## src/rtl/fm_route_pkg.sv

```systemverilog
package fm_route_pkg;

    localparam int OPS_PER_BANK   = 18;
    localparam int CH_PER_BANK    = 9;
    localparam int PAIRS_PER_BANK = 3;
    localparam int IDX_W          = 6;

    typedef struct packed {
        logic             valid;
        logic [IDX_W-1:0] idx;
    } mod_src_t;

    // selector = {lower channel algorithm, upper channel algorithm}
    typedef enum logic [1:0] {
        TOPO_CHAIN      = 2'd0,
        TOPO_SPLIT_MID  = 2'd1,
        TOPO_SPLIT_HEAD = 2'd2,
        TOPO_TWIN       = 2'd3
    } topo_e;

    localparam mod_src_t SRC_NONE = '{valid: 1'b0, idx: '0};

    function automatic mod_src_t src_from(input int op);
        return '{valid: 1'b1, idx: IDX_W'(op)};
    endfunction

    // first operator slot of a channel
    function automatic logic [IDX_W-1:0] chan_first_op(input int bank, input int off);
        int r;
        r = off;
        if (off >= 6)      r = r + 6;
        else if (off >= 3) r = r + 3;
        return IDX_W'(r + bank * OPS_PER_BANK);
    endfunction

endpackage

```

## src/rtl/pair_router.sv

```systemverilog
module pair_router
    import fm_route_pkg::*;
#(
    parameter int BANK = 0,
    parameter int PAIR = 0
) (
    input  logic     ext_mode,
    input  logic     pair_en,
    input  logic     alg_lo,
    input  logic     alg_hi,
    output mod_src_t src_q1,
    output mod_src_t src_q2,
    output mod_src_t src_q3,
    output mod_src_t src_q4
);
    localparam int OP1 = int'(chan_first_op(BANK, PAIR));
    localparam int OP2 = OP1 + 3;
    localparam int OP3 = int'(chan_first_op(BANK, PAIR + 3));

    logic  joined;
    topo_e topo;

    assign joined = ext_mode & pair_en;
    assign topo   = topo_e'({alg_lo, alg_hi});

    always_comb begin
        src_q1 = SRC_NONE;
        src_q2 = SRC_NONE;
        src_q3 = SRC_NONE;
        src_q4 = SRC_NONE;
        if (joined) begin
            unique case (topo)
                TOPO_CHAIN: begin
                    src_q2 = src_from(OP1);
                    src_q3 = src_from(OP2);
                    src_q4 = src_from(OP3);
                end
                TOPO_SPLIT_MID: begin
                    src_q2 = src_from(OP1);
                    src_q4 = src_from(OP3);
                end
                TOPO_SPLIT_HEAD: begin
                    src_q3 = src_from(OP2);
                    src_q4 = src_from(OP3);
                end
                TOPO_TWIN: begin
                    src_q3 = src_from(OP2);
                end
                default: ;
            endcase
        end else begin
            src_q2 = alg_lo ? SRC_NONE : src_from(OP1);
            src_q4 = alg_hi ? SRC_NONE : src_from(OP3);
        end
    end
endmodule

```

## src/rtl/solo_router.sv

```systemverilog
module solo_router
    import fm_route_pkg::*;
#(
    parameter int BANK = 0,
    parameter int OFF  = 6
) (
    input  logic     alg,
    output mod_src_t src_first,
    output mod_src_t src_second
);
    localparam int FIRST = int'(chan_first_op(BANK, OFF));

    assign src_first  = SRC_NONE;
    assign src_second = alg ? SRC_NONE : src_from(FIRST);
endmodule

```

## src/rtl/route_regs.sv

```systemverilog
module route_regs
    import fm_route_pkg::*;
#(
    parameter int N = 36
) (
    input  logic     clk,
    input  logic     rst,
    input  mod_src_t nxt [N],
    output mod_src_t cur [N]
);
    always_ff @(posedge clk) begin
        for (int i = 0; i < N; i++) begin
            if (rst) cur[i] <= SRC_NONE;
            else     cur[i] <= nxt[i];
        end
    end
endmodule

```

## src/rtl/four_op_router.sv

```systemverilog
module four_op_router
    import fm_route_pkg::*;
#(
    parameter  int NUM_BANKS = 2,
    localparam int NUM_CH    = CH_PER_BANK * NUM_BANKS,
    localparam int NUM_OPS   = OPS_PER_BANK * NUM_BANKS,
    localparam int NUM_PAIRS = PAIRS_PER_BANK * NUM_BANKS
) (
    input  logic                     clk,
    input  logic                     rst,
    input  logic                     ext_mode_i,
    input  logic [NUM_PAIRS-1:0]     quad_en_i,
    input  logic [NUM_CH-1:0]        alg_i,
    output logic [NUM_OPS-1:0]       mod_valid_o,
    output logic [NUM_OPS*IDX_W-1:0] mod_index_o
);
    mod_src_t next_src [NUM_OPS];
    mod_src_t cur_src  [NUM_OPS];

    for (genvar b = 0; b < NUM_BANKS; b++) begin : g_bank
        for (genvar p = 0; p < PAIRS_PER_BANK; p++) begin : g_pair
            localparam int LO = int'(chan_first_op(b, p));
            localparam int HI = int'(chan_first_op(b, p + 3));
            mod_src_t q1, q2, q3, q4;

            pair_router #(.BANK(b), .PAIR(p)) u_pair (
                .ext_mode (ext_mode_i),
                .pair_en  (quad_en_i[b*PAIRS_PER_BANK + p]),
                .alg_lo   (alg_i[b*CH_PER_BANK + p]),
                .alg_hi   (alg_i[b*CH_PER_BANK + p + 3]),
                .src_q1   (q1),
                .src_q2   (q2),
                .src_q3   (q3),
                .src_q4   (q4)
            );

            assign next_src[LO]     = q1;
            assign next_src[LO + 3] = q2;
            assign next_src[HI]     = q3;
            assign next_src[HI + 3] = q4;
        end

        for (genvar o = 2 * PAIRS_PER_BANK; o < CH_PER_BANK; o++) begin : g_solo
            localparam int F = int'(chan_first_op(b, o));
            mod_src_t s1, s2;

            solo_router #(.BANK(b), .OFF(o)) u_solo (
                .alg        (alg_i[b*CH_PER_BANK + o]),
                .src_first  (s1),
                .src_second (s2)
            );

            assign next_src[F]     = s1;
            assign next_src[F + 3] = s2;
        end
    end

    route_regs #(.N(NUM_OPS)) u_regs (
        .clk (clk),
        .rst (rst),
        .nxt (next_src),
        .cur (cur_src)
    );

    for (genvar i = 0; i < NUM_OPS; i++) begin : g_out
        assign mod_valid_o[i]                 = cur_src[i].valid;
        assign mod_index_o[i*IDX_W +: IDX_W]  = cur_src[i].idx;
    end
endmodule

```

## config.mk

```make
export PLATFORM = sky130hd
export DESIGN_NAME = four_op_router
export DESIGN_NICKNAME = d
export VERILOG_FILES = /design/src/rtl/fm_route_pkg.sv /design/src/rtl/pair_router.sv /design/src/rtl/solo_router.sv /design/src/rtl/route_regs.sv /design/src/rtl/four_op_router.sv
export SDC_FILE = /design/constraint.sdc
export NUM_CORES = 1
export LEC_CHECK = 0
export BUFFER_PORTS_ARGS = -buffer_cell sky130_fd_sc_hd__clkbuf_2
export CORE_AREA = 2 2 108 110
export CTS_BUF_LIST = sky130_fd_sc_hd__clkbuf_4
export CTS_CLUSTER_DIAMETER = 50
export CTS_CLUSTER_SIZE = 40
export DETAILED_ROUTE_END_ITERATION = 12
export DIE_AREA = 0 0 110 112
export PLACE_DENSITY_LB_ADDON = 0.1
export SETUP_SLACK_MARGIN = 0.5
export SLEW_MARGIN = 20
export SYNTH_ARGS = -nofsm -noshare
export SYNTH_HDL_FRONTEND = slang
export SYNTH_SLANG_ARGS = --single-unit
export TNS_END_PERCENT = 30
```

## constraint.sdc

```tcl
create_clock -name clk -period 1.2 [get_ports clk]
set_input_delay 0.12 -clock clk [delete_from_list [all_inputs] [get_ports clk]]
set_output_delay 0.12 -clock clk [all_outputs]
set_load 0.05 [all_outputs]
```

==> run summary, run 1 <==
WL met2 = 2.640 mm
vias = 1,388
Final Slew Violations = 0
Clock Tree Buf Depth = 2
grt ovf = 0
PD cells = 1205 nW/um^2
vias per cell = 2.738
Die Wd = 110 um
Routed WL per cell = 9.061 um
CP top delay family = flip-flops
GRT Overall Usage = 6.243%
WL met1 = 1.331 mm
Warnings, synthesis = 0
top cell type's share of synthesized area = 71.12%
synth unique cells = 10
FF+latch count, synth = 24
CP required = 1080 ps
die height = 112 um
IO buf count = 106
Final nets = 391
RSZ-0062 raised after global routing = true
post-synthesis cell area = 2417 um^2
Power Total = 3.615 mW
Setup-failing EPs final = 0
outcome = complete, no violations
Post-CTS Setup Repair Bufs = 0
row cnt = 39
mux cell area share after synthesis = 0%
Worst path depth = 1
leak pwr = 1.621 nW
Synth Instances = 292
syn avg cell area = 8.278 um^2
Crit Path Class = flop to output port
placed instance count = 483
max reg flops = 24
Buffers & Inverters on Critical Path = 1
IO Count = 279
worst min path class = primary input to flop
WP data arrival = 920 ps
htree depth = 1
share of layout cells above drive strength 1 = 37.47%
Hold Path Depth = 2
CTS buffer count = 3
vias in the first global route = 1,042
CP startpoint kind = flop
peak per-stage delay on the critical path = 380 ps
initial antenna violation count = 1
Synth Area in XOR/XNOR = 0%
core box area = 11,170 um^2
maximum vdd drop = 0.0004822 V
CP cell instances = clkbuf_4
minimum clock period = 1042 ps
sequential area share after synthesis = 19.88%
Worst-path clk slew = 150 ps
Max Freq = 959.7 MHz
largest family of logic cells by synthesized area = buffers and inverters
RePlAce Congestion = 0.6589
Initial Util = 21.63%
Routed Wire Length = 4.594 mm
Largest Register = u_regs.cur
drt pass-1 iters = 3
half-perimeter wire length after placement = 3.718 mm
Synth Area in Compound Gates = 1.242%
crit path max fanout = 2
uppermost layer routed = met4
Multi-input gate area = 854.6 um^2
CTS root buffer = clkbuf_4
Min Hold Slack = 28.11 ps
final antenna-violating net count = 0
first-pass GRT wire length = 5.761 mm
endpoint class of the critical path = output port
final hold violations = 0
dominant cells by area after synthesis = buf_4 71%, dfxtp_1 20%, nand3b_1 1.9%, nor2_1 1.9%, and3_1 1.6%
slowest library cell on the worst path = dfxtp_4
# clock sinks = 24
Yosys top cell by area = buf_4
crit share post-route = 86.83%
area grow syn2layout = 24.12%
Max-Cap Viols = 0
final cell count without fillers = 507
metal3 WL = 567 um
fillcell total = 1,204
largest net degree at the start of global routing = 15
die footprint = 12,320 um^2
initial drt markers = 27
Reg area = 568.0 um^2
adder-cell share of the synthesized area = 0%
Largest regs = u_regs.cur x24
clock tree from TritonCTS = yes
Synth Area in Simple Gates = 7.402%
DRC errors left = 0
setup_tns = 0 ps
==> per-stage QoR <==
stage / setup slack, ps / util, % / cell area [um^2]
5_1_grt: 95.40 / 26.85 / 3000
4_1_cts: 129.8 / 26.58 / 2970
3_3_place_gp: 374.7 / 19.14 / 2138
3_5_place_dp: 372.7 / 19.14 / 2138
6_report: 158.1 / 26.85 / 3000
2_1_floorplan: 432.0 / - / 3333
==> report_power, final <==
group | internal [mW] | switching, mW
Sequential | 0.817 | 0.0531
Combinational | 0.372 | 1.77
Clock | 0.338 | 0.264
Total | 1.53 | 2.09
==> cells in the mapped netlist <==
cell type,n
nor2_1,12
nor2b_4,1
and3_1,6
a21oi_1,6
buf_2,1
nand3b_1,6
nand2b_1,6
buf_4,229
dfxtp_1,24
conb_1,1
==> path summary, 6_finish.rpt <==
path,from,endpoint,slack (ps)
min,quad_en_i[3],u_regs.cur[79],30
max,u_regs.cur[223],mod_index_o[24],160
==> layout by cell type (no fill, tap or decap) <==
master | Yosys | routed
clkbuf_2 | 0 | 26
buf_6 | 0 | 1
dfxtp_4 | 0 | 23
clkbuf_16 | 0 | 4
and3_1 | 6 | 6
diode_2 | 0 | 1
dfxtp_2 | 0 | 1
a21oi_1 | 6 | 6
nand2b_1 | 6 | 6
clkbuf_4 | 0 | 18
conb_1 | 1 | 172
nor2_1 | 12 | 12
dlygate4sd3_1 | 0 | 19
clkbuf_8 | 0 | 51
buf_8 | 0 | 3
buf_4 | 229 | 7
nand3b_1 | 6 | 6
bufinv_16 | 0 | 1
nor2b_4 | 1 | 1
==> layout make-up <==
| type | instances | share of cell area (%) |
|---|---|---|
| clock inverter | 1 | 1.001 |
| tap | 143 | 5.963 |
| sequential | 24 | 18.93 |
| clock buffer | 3 | 0.7506 |
| timing repair buffer | 126 | 44.79 |
| antenna | 1 | 0.08340 |
| multi-input combinational | 209 | 28.48 |
==> layer usage <==
layer	vias to the layer above	GRT usage [%]
met3	2	1.756
li1	637	-
met1	628	6.141
met2	121	11.66
met4	0	3.038
met5	-	0
==> repair_timing <==
item	CTS	global route
endpoints found under the hold margin	19	0
hold buffers	19	0
endpoints found under the setup margin	80	82
gates resized for setup	139	18
gates cloned	0	0
==> logic make-up (layout without fill, tap and decap cells) <==
group	count (synthesis)	in the layout
AOI/OAI and AO/OA	6	6
DFF	24	24
other	1	173
and+or+nand+nor	31	31
buffers and inverters	230	130
Note: power is estimated with default switching activity, not from simulation.
==> inputs of run 2 (changes only) <==
==> constraint.sdc (replaced) <==
create_clock -name clk -period 1.2 [get_ports clk]
set_input_delay 0.06 -clock clk [delete_from_list [all_inputs] [get_ports clk]]
set_output_delay 0.06 -clock clk [all_outputs]
set_load 0.05 [all_outputs]
==> run summary, run 2 (synthesis results as in run 1) <==
hold endpoint = u_regs.cur[59]
CP startpoint kind = flop
area grow syn2layout = 28.67%
most frequent cells in the layout = 172 x conb_1, 56 x clkbuf_8, 26 x clkbuf_2, 24 x dlygate4sd3_1, 20 x dfxtp_4
Hold Startpoint = alg_i[9]
worst min path class = primary input to flop
maximum vdd drop = 0.0004234 V (-12%)
Post-CTS Setup Repair Bufs = 0 (unchanged)
Routed WL per cell = 9.591 um (+5.8%)
Final nets = 396 (+1.3%)
clock tree from TritonCTS = yes
CP cell instances = clkbuf_8
Setup-failing EPs final = 0 (unchanged)
Buffers & Inverters on Critical Path = 1 (unchanged)
Max Freq = 1004 MHz (+4.7%)
final antenna-violating net count = 0 (unchanged)
htree depth = 1 (unchanged)
most common cell after layout, fill and taps aside = conb_1
minimum clock period = 995.5 ps (-46.40 ps)
placed instance count = 483 (unchanged)
WP data arrival = 940 ps (+20 ps)
IO Count = 279 (unchanged)
initial antenna violation count = 0 (-1)
die footprint = 12,320 um^2 (unchanged)
CP required = 1140 ps (+60 ps)
IO buf count = 106 (unchanged)
Max-Cap Viols = 0 (unchanged)
half-perimeter wire length after placement = 3.774 mm (+1.5%)
slowest library cell on the worst path = dfxtp_4
CP top delay family = flip-flops
hold_buf cts = 24 (+5)
DRC errors left = 0 (unchanged)
RSZ-0062 raised after global routing = true
vias per cell = 2.767 (+1.1%)
setup_tns = 0 ps (unchanged)
outcome = complete, no violations
Die Wd = 110 um (unchanged)
vias in the first global route = 1,134 (+8.8%)
final cell count without fillers = 511 (+0.79%)
share of layout cells above drive strength 1 = 36.68% (-0.78 points)
vias = 1,414 (+1.9%)
PD cells = 1182 nW/um^2 (-1.9%)
crit path max fanout = 5 (+3)
Initial Util = 21.63% (unchanged)
Largest regs = u_regs.cur x24
max reg flops = 24 (unchanged)
peak per-stage delay on the critical path = 420 ps (+40 ps)
CTS buffer count = 3 (unchanged)
first-pass GRT wire length = 6.237 mm (+8.3%)
Clock Tree Buf Depth = 2 (unchanged)
leak pwr = 1.664 nW (+2.7%)
Min Hold Slack = 29.63 ps (+1.517 ps)
initial drt markers = 14 (-48%)
drt pass-1 iters = 4 (+1)
RePlAce Congestion = 0.5993 (-9.0%)
final hold violations = 0 (unchanged)
row cnt = 39 (unchanged)
fillcell total = 1,202 (-0.17%)
Largest Register = u_regs.cur
largest net degree at the start of global routing = 19 (+4)
Hold Path Depth = 3 (+1)
endpoint class of the critical path = output port
antenna cells = 0 (-1)
Final Slew Violations = 0 (unchanged)
CTS root buffer = clkbuf_4
GRT Overall Usage = 6.667% (+0.42 points)
# clock sinks = 24 (unchanged)
Crit Path Class = flop to output port
die height = 112 um (unchanged)
crit share post-route = 82.96% (-3.9 points)
Routed Wire Length = 4.901 mm (+6.7%)
Worst-path clk slew = 160 ps (about the same)
grt ovf = 0 (unchanged)
core box area = 11,170 um^2 (unchanged)
[run 2: worst max path at each step]
stage / startpoint / endpoint / slack, ps / cells after the start
after floorplan: u_regs.cur[5] / mod_valid_o[35] / 420 / 1
after detailed placement: ext_mode_i / u_regs.cur[189] / 430 / 3
after global placement: ext_mode_i / u_regs.cur[203] / 460 / 3
after CTS: u_regs.cur[10] / mod_index_o[208] / 190 / 1
final: u_regs.cur[65] / mod_index_o[160] / 200 / 1
after global routing: u_regs.cur[10] / mod_index_o[208] / 150 / 1
[run 2: metrics by stage]
| step | setup slack, ps | util (%) | power [mW] | area (um^2) |
|---|---|---|---|---|
| 4_1_cts | 185.0 | 27.57 | 3.708 | 3080 |
| 6_report | 204.5 | 27.84 | 3.677 | 3110 |
| 5_1_grt | 151.9 | 27.84 | 3.832 | 3110 |
| 3_5_place_dp | 429.5 | 19.05 | 2.779 | 2128 |
| 2_1_floorplan | 422.5 | - | 3.170 | 3199 |
| 3_3_place_gp | 458.9 | 19.05 | 2.783 | 2128 |
[run 2: repair_timing]
action | 4_1_cts | 5_1_grt
pin swaps | 0 | 0
gates resized for setup | 150 | 18
setup endpoints to repair | 80 | 86
gates cloned | 0 | 0
hold endpoints to repair | 24 | 1
[run 2: final cells by class]
class | count | area (um^2) | area share (%)
clock buffer | 3 | 22.52 | 0.7241
clock inverter | 1 | 30.03 | 0.9654
multi-input combinational | 209 | 854.6 | 27.47
sequential | 24 | 559.3 | 17.98
tap | 143 | 178.9 | 5.752
timing repair buffer | 131 | 1465 | 47.10
[run 2: power by group]
group          total (mW)  switching, mW  internal, mW
Sequential          0.880         0.0588         0.821
Clock               0.614          0.277         0.338
Combinational        2.18           1.78         0.402
[run 2: routing by layer]
layer	share of wire, %	GRT usage (%)	up-vias
met5	0	0	-
met4	0.47	1.519	0
met3	13	1.522	2
met2	54	12.39	127
met1	33	7.545	639
li1	-	-	646
==> inputs of run 3 (changes only) <==
CORE_AREA = 2 2 107 109   (was 2 2 108 110)
DIE_AREA = 0 0 109 111   (was 0 0 110 112)
clock period = 0.9 ns   (was 1.2 ns; I/O delays follow)
==> run summary, run 3 (synthesis results as in run 1) <==
PD cells = 1513 nW/um^2 (+28%)
Worst-path clk slew = 140 ps (-20 ps)
fillcell total = 1,190 (-1.0%)
maximum vdd drop = 0.0006158 V (+45%)
CTS root buffer = clkbuf_4
core box area = 11,080 um^2 (-0.87%)
RePlAce Congestion = 0.6433 (+7.3%)
htree depth = 1 (unchanged)
Setup-failing EPs final = 69 (+69)
RSZ-0062 raised after global routing = true
sequential share of power = 25.9% (+2.0 points)
final hold violations = 23 (+23)
Max Freq = 1024 MHz
crit share post-route = 108.5%
crit path max fanout = 4 (-1)
failing checks = hold timing, setup timing
Final WS setup = -76.39 ps (-280.8 ps)
combinational power share = 63.3% (+3.9 points)
Largest Register = u_regs.cur
Min Hold Slack = -151.3 ps (-180.9 ps)
max reg flops = 24 (unchanged)
initial drt markers = 12 (-2)
Die Wd = 109 um (-0.91%)
slowest library cell on the worst path = dfxtp_4
switching part of the total power = 60.64% (+3.1 points)
Routed Wire Length = 4.422 mm (-9.8%)
Largest regs = u_regs.cur x24
area grow syn2layout = 26.14%
peak per-stage delay on the critical path = 410 ps (about the same)
Clock Tree Buf Depth = 2 (unchanged)
Initial Util = 21.82% (+0.19 points)
# clock sinks = 24 (unchanged)
Final Slew Violations = 0 (unchanged)
CP top delay family = flip-flops
half-perimeter wire length after placement = 3.479 mm (-7.8%)
Int Pwr = 1.816 mW (+16%)
initial antenna violation count = 1 (+1)
grt ovf = 0 (unchanged)
CTS buffer count = 3 (unchanged)
share of layout cells above drive strength 1 = 39.88% (+3.2 points)
CP startpoint kind = flop
clock tree from TritonCTS = yes
DRC errors left = 0 (unchanged)
most common cell after layout, fill and taps aside = conb_1
setup_tns = -2490 ps (-2490 ps)
endpoint class of the critical path = output port
minimum clock period = 976.4 ps
row cnt = 39 (unchanged)
die footprint = 12,100 um^2 (-1.8%)
Crit Path Class = flop to output port
drt pass-1 iters = 2 (-2)
CP required = 850 ps (-290 ps)
die height = 111 um (-0.89%)
clock share of power = 10.8% (-5.9 points)
first-pass GRT wire length = 5.492 mm (-12%)
IO Count = 279 (unchanged)
Net Switching = 2.797 mW (+32%)
worst min path class = primary input to flop
vias in the first global route = 970 (-14%)
Max-Cap Viols = 0 (unchanged)
most frequent cells in the layout = 172 x conb_1, 40 x buf_8, 25 x clkbuf_2, 23 x dfxtp_4, 18 x clkbuf_8
outcome = finished, violations left
vias = 1,336 (-5.5%)
Final nets = 374 (-5.6%)
final antenna-violating net count = 0 (unchanged)
largest net degree at the start of global routing = 14 (-5)
IO buf count = 106 (unchanged)
Buffers & Inverters on Critical Path = 1 (unchanged)
vias per cell = 2.727 (-1.5%)
leak pwr = 1.621 nW (-2.6%)
CP cell instances = buf_4
Routed WL per cell = 9.024 um (-5.9%)
WP data arrival = 930 ps (about the same)
GRT Overall Usage = 6.094% (-0.57 points)
run 3: cell count changes in the layout (fill, tap and decap cells not counted), moves of 2 or more:
cell / change
clkbuf_8: -38
buf_8: +34
dlygate4sd3_1: -24
clkbuf_16: +8
clkbuf_4: -7
buf_6: +4
dfxtp_4: +3
buf_4: +2
dfxtp_2: -2
run 3: worst paths after layout:
kind,from,endpoint,slack [ps],cells after the start
worst min-delay path,alg_i[8],u_regs.cur[128],-150,2
worst max-delay path,u_regs.cur[72],mod_index_o[151],-80,1
run 3: stage by stage:
step	power (mW)	instance area, um^2	std cells	worst slack, ps	utilization, %
after floorplan	4.291	3348	463	207.0	-
after global placement	3.698	2153	485	20.02	19.44
after detailed placement	3.694	2153	485	122.9	19.44
after CTS	4.546	2897	489	-98.37	26.15
after global routing	4.834	3049	490	-141.8	27.53
final	4.613	3049	490	-76.39	27.53
run 3: final cells by class:
class                           instances  area [um^2]  share of cell area (%)
Sequential cell                        24        568.0                   18.63
Clock buffer                            3        22.52                  0.7386
Clock inverter                          1        3.754                  0.1231
Multi-Input combinational cell        209        858.3                   28.15
Tap cell                              143        178.9                   5.868
Antenna cell                            1        2.502                 0.08207
Timing Repair Buffer                  109         1415                   46.41
run 3: per-layer routing:
layer | global-route usage (%) | up-vias | part of all wire (%)
met2 | 11.14 | 129 | 53
met3 | 1.235 | 2 | 13
met1 | 6.660 | 604 | 32
met4 | 2.564 | 0 | 1.2
li1 | - | 601 | -
met5 | 0 | - | 0
run 3: power by group through the flow:
stage	sequential (mW)	clock (mW)	combinational, mW
6_report	1.19	0.499	2.92
5_1_grt	1.20	0.630	3.00
4_1_cts	1.16	0.563	2.82
3_5_place_dp	1.16	0	2.53
3_3_place_gp	1.16	0	2.54
2_1_floorplan	1.37	0	2.92
run 3: timing repair:
item / in CTS / in global routing
gates resized for setup: 154 / 80
hold endpoints to repair: 24 / 24
buffers inserted: 0 / 0
setup endpoints to repair: 83 / 80
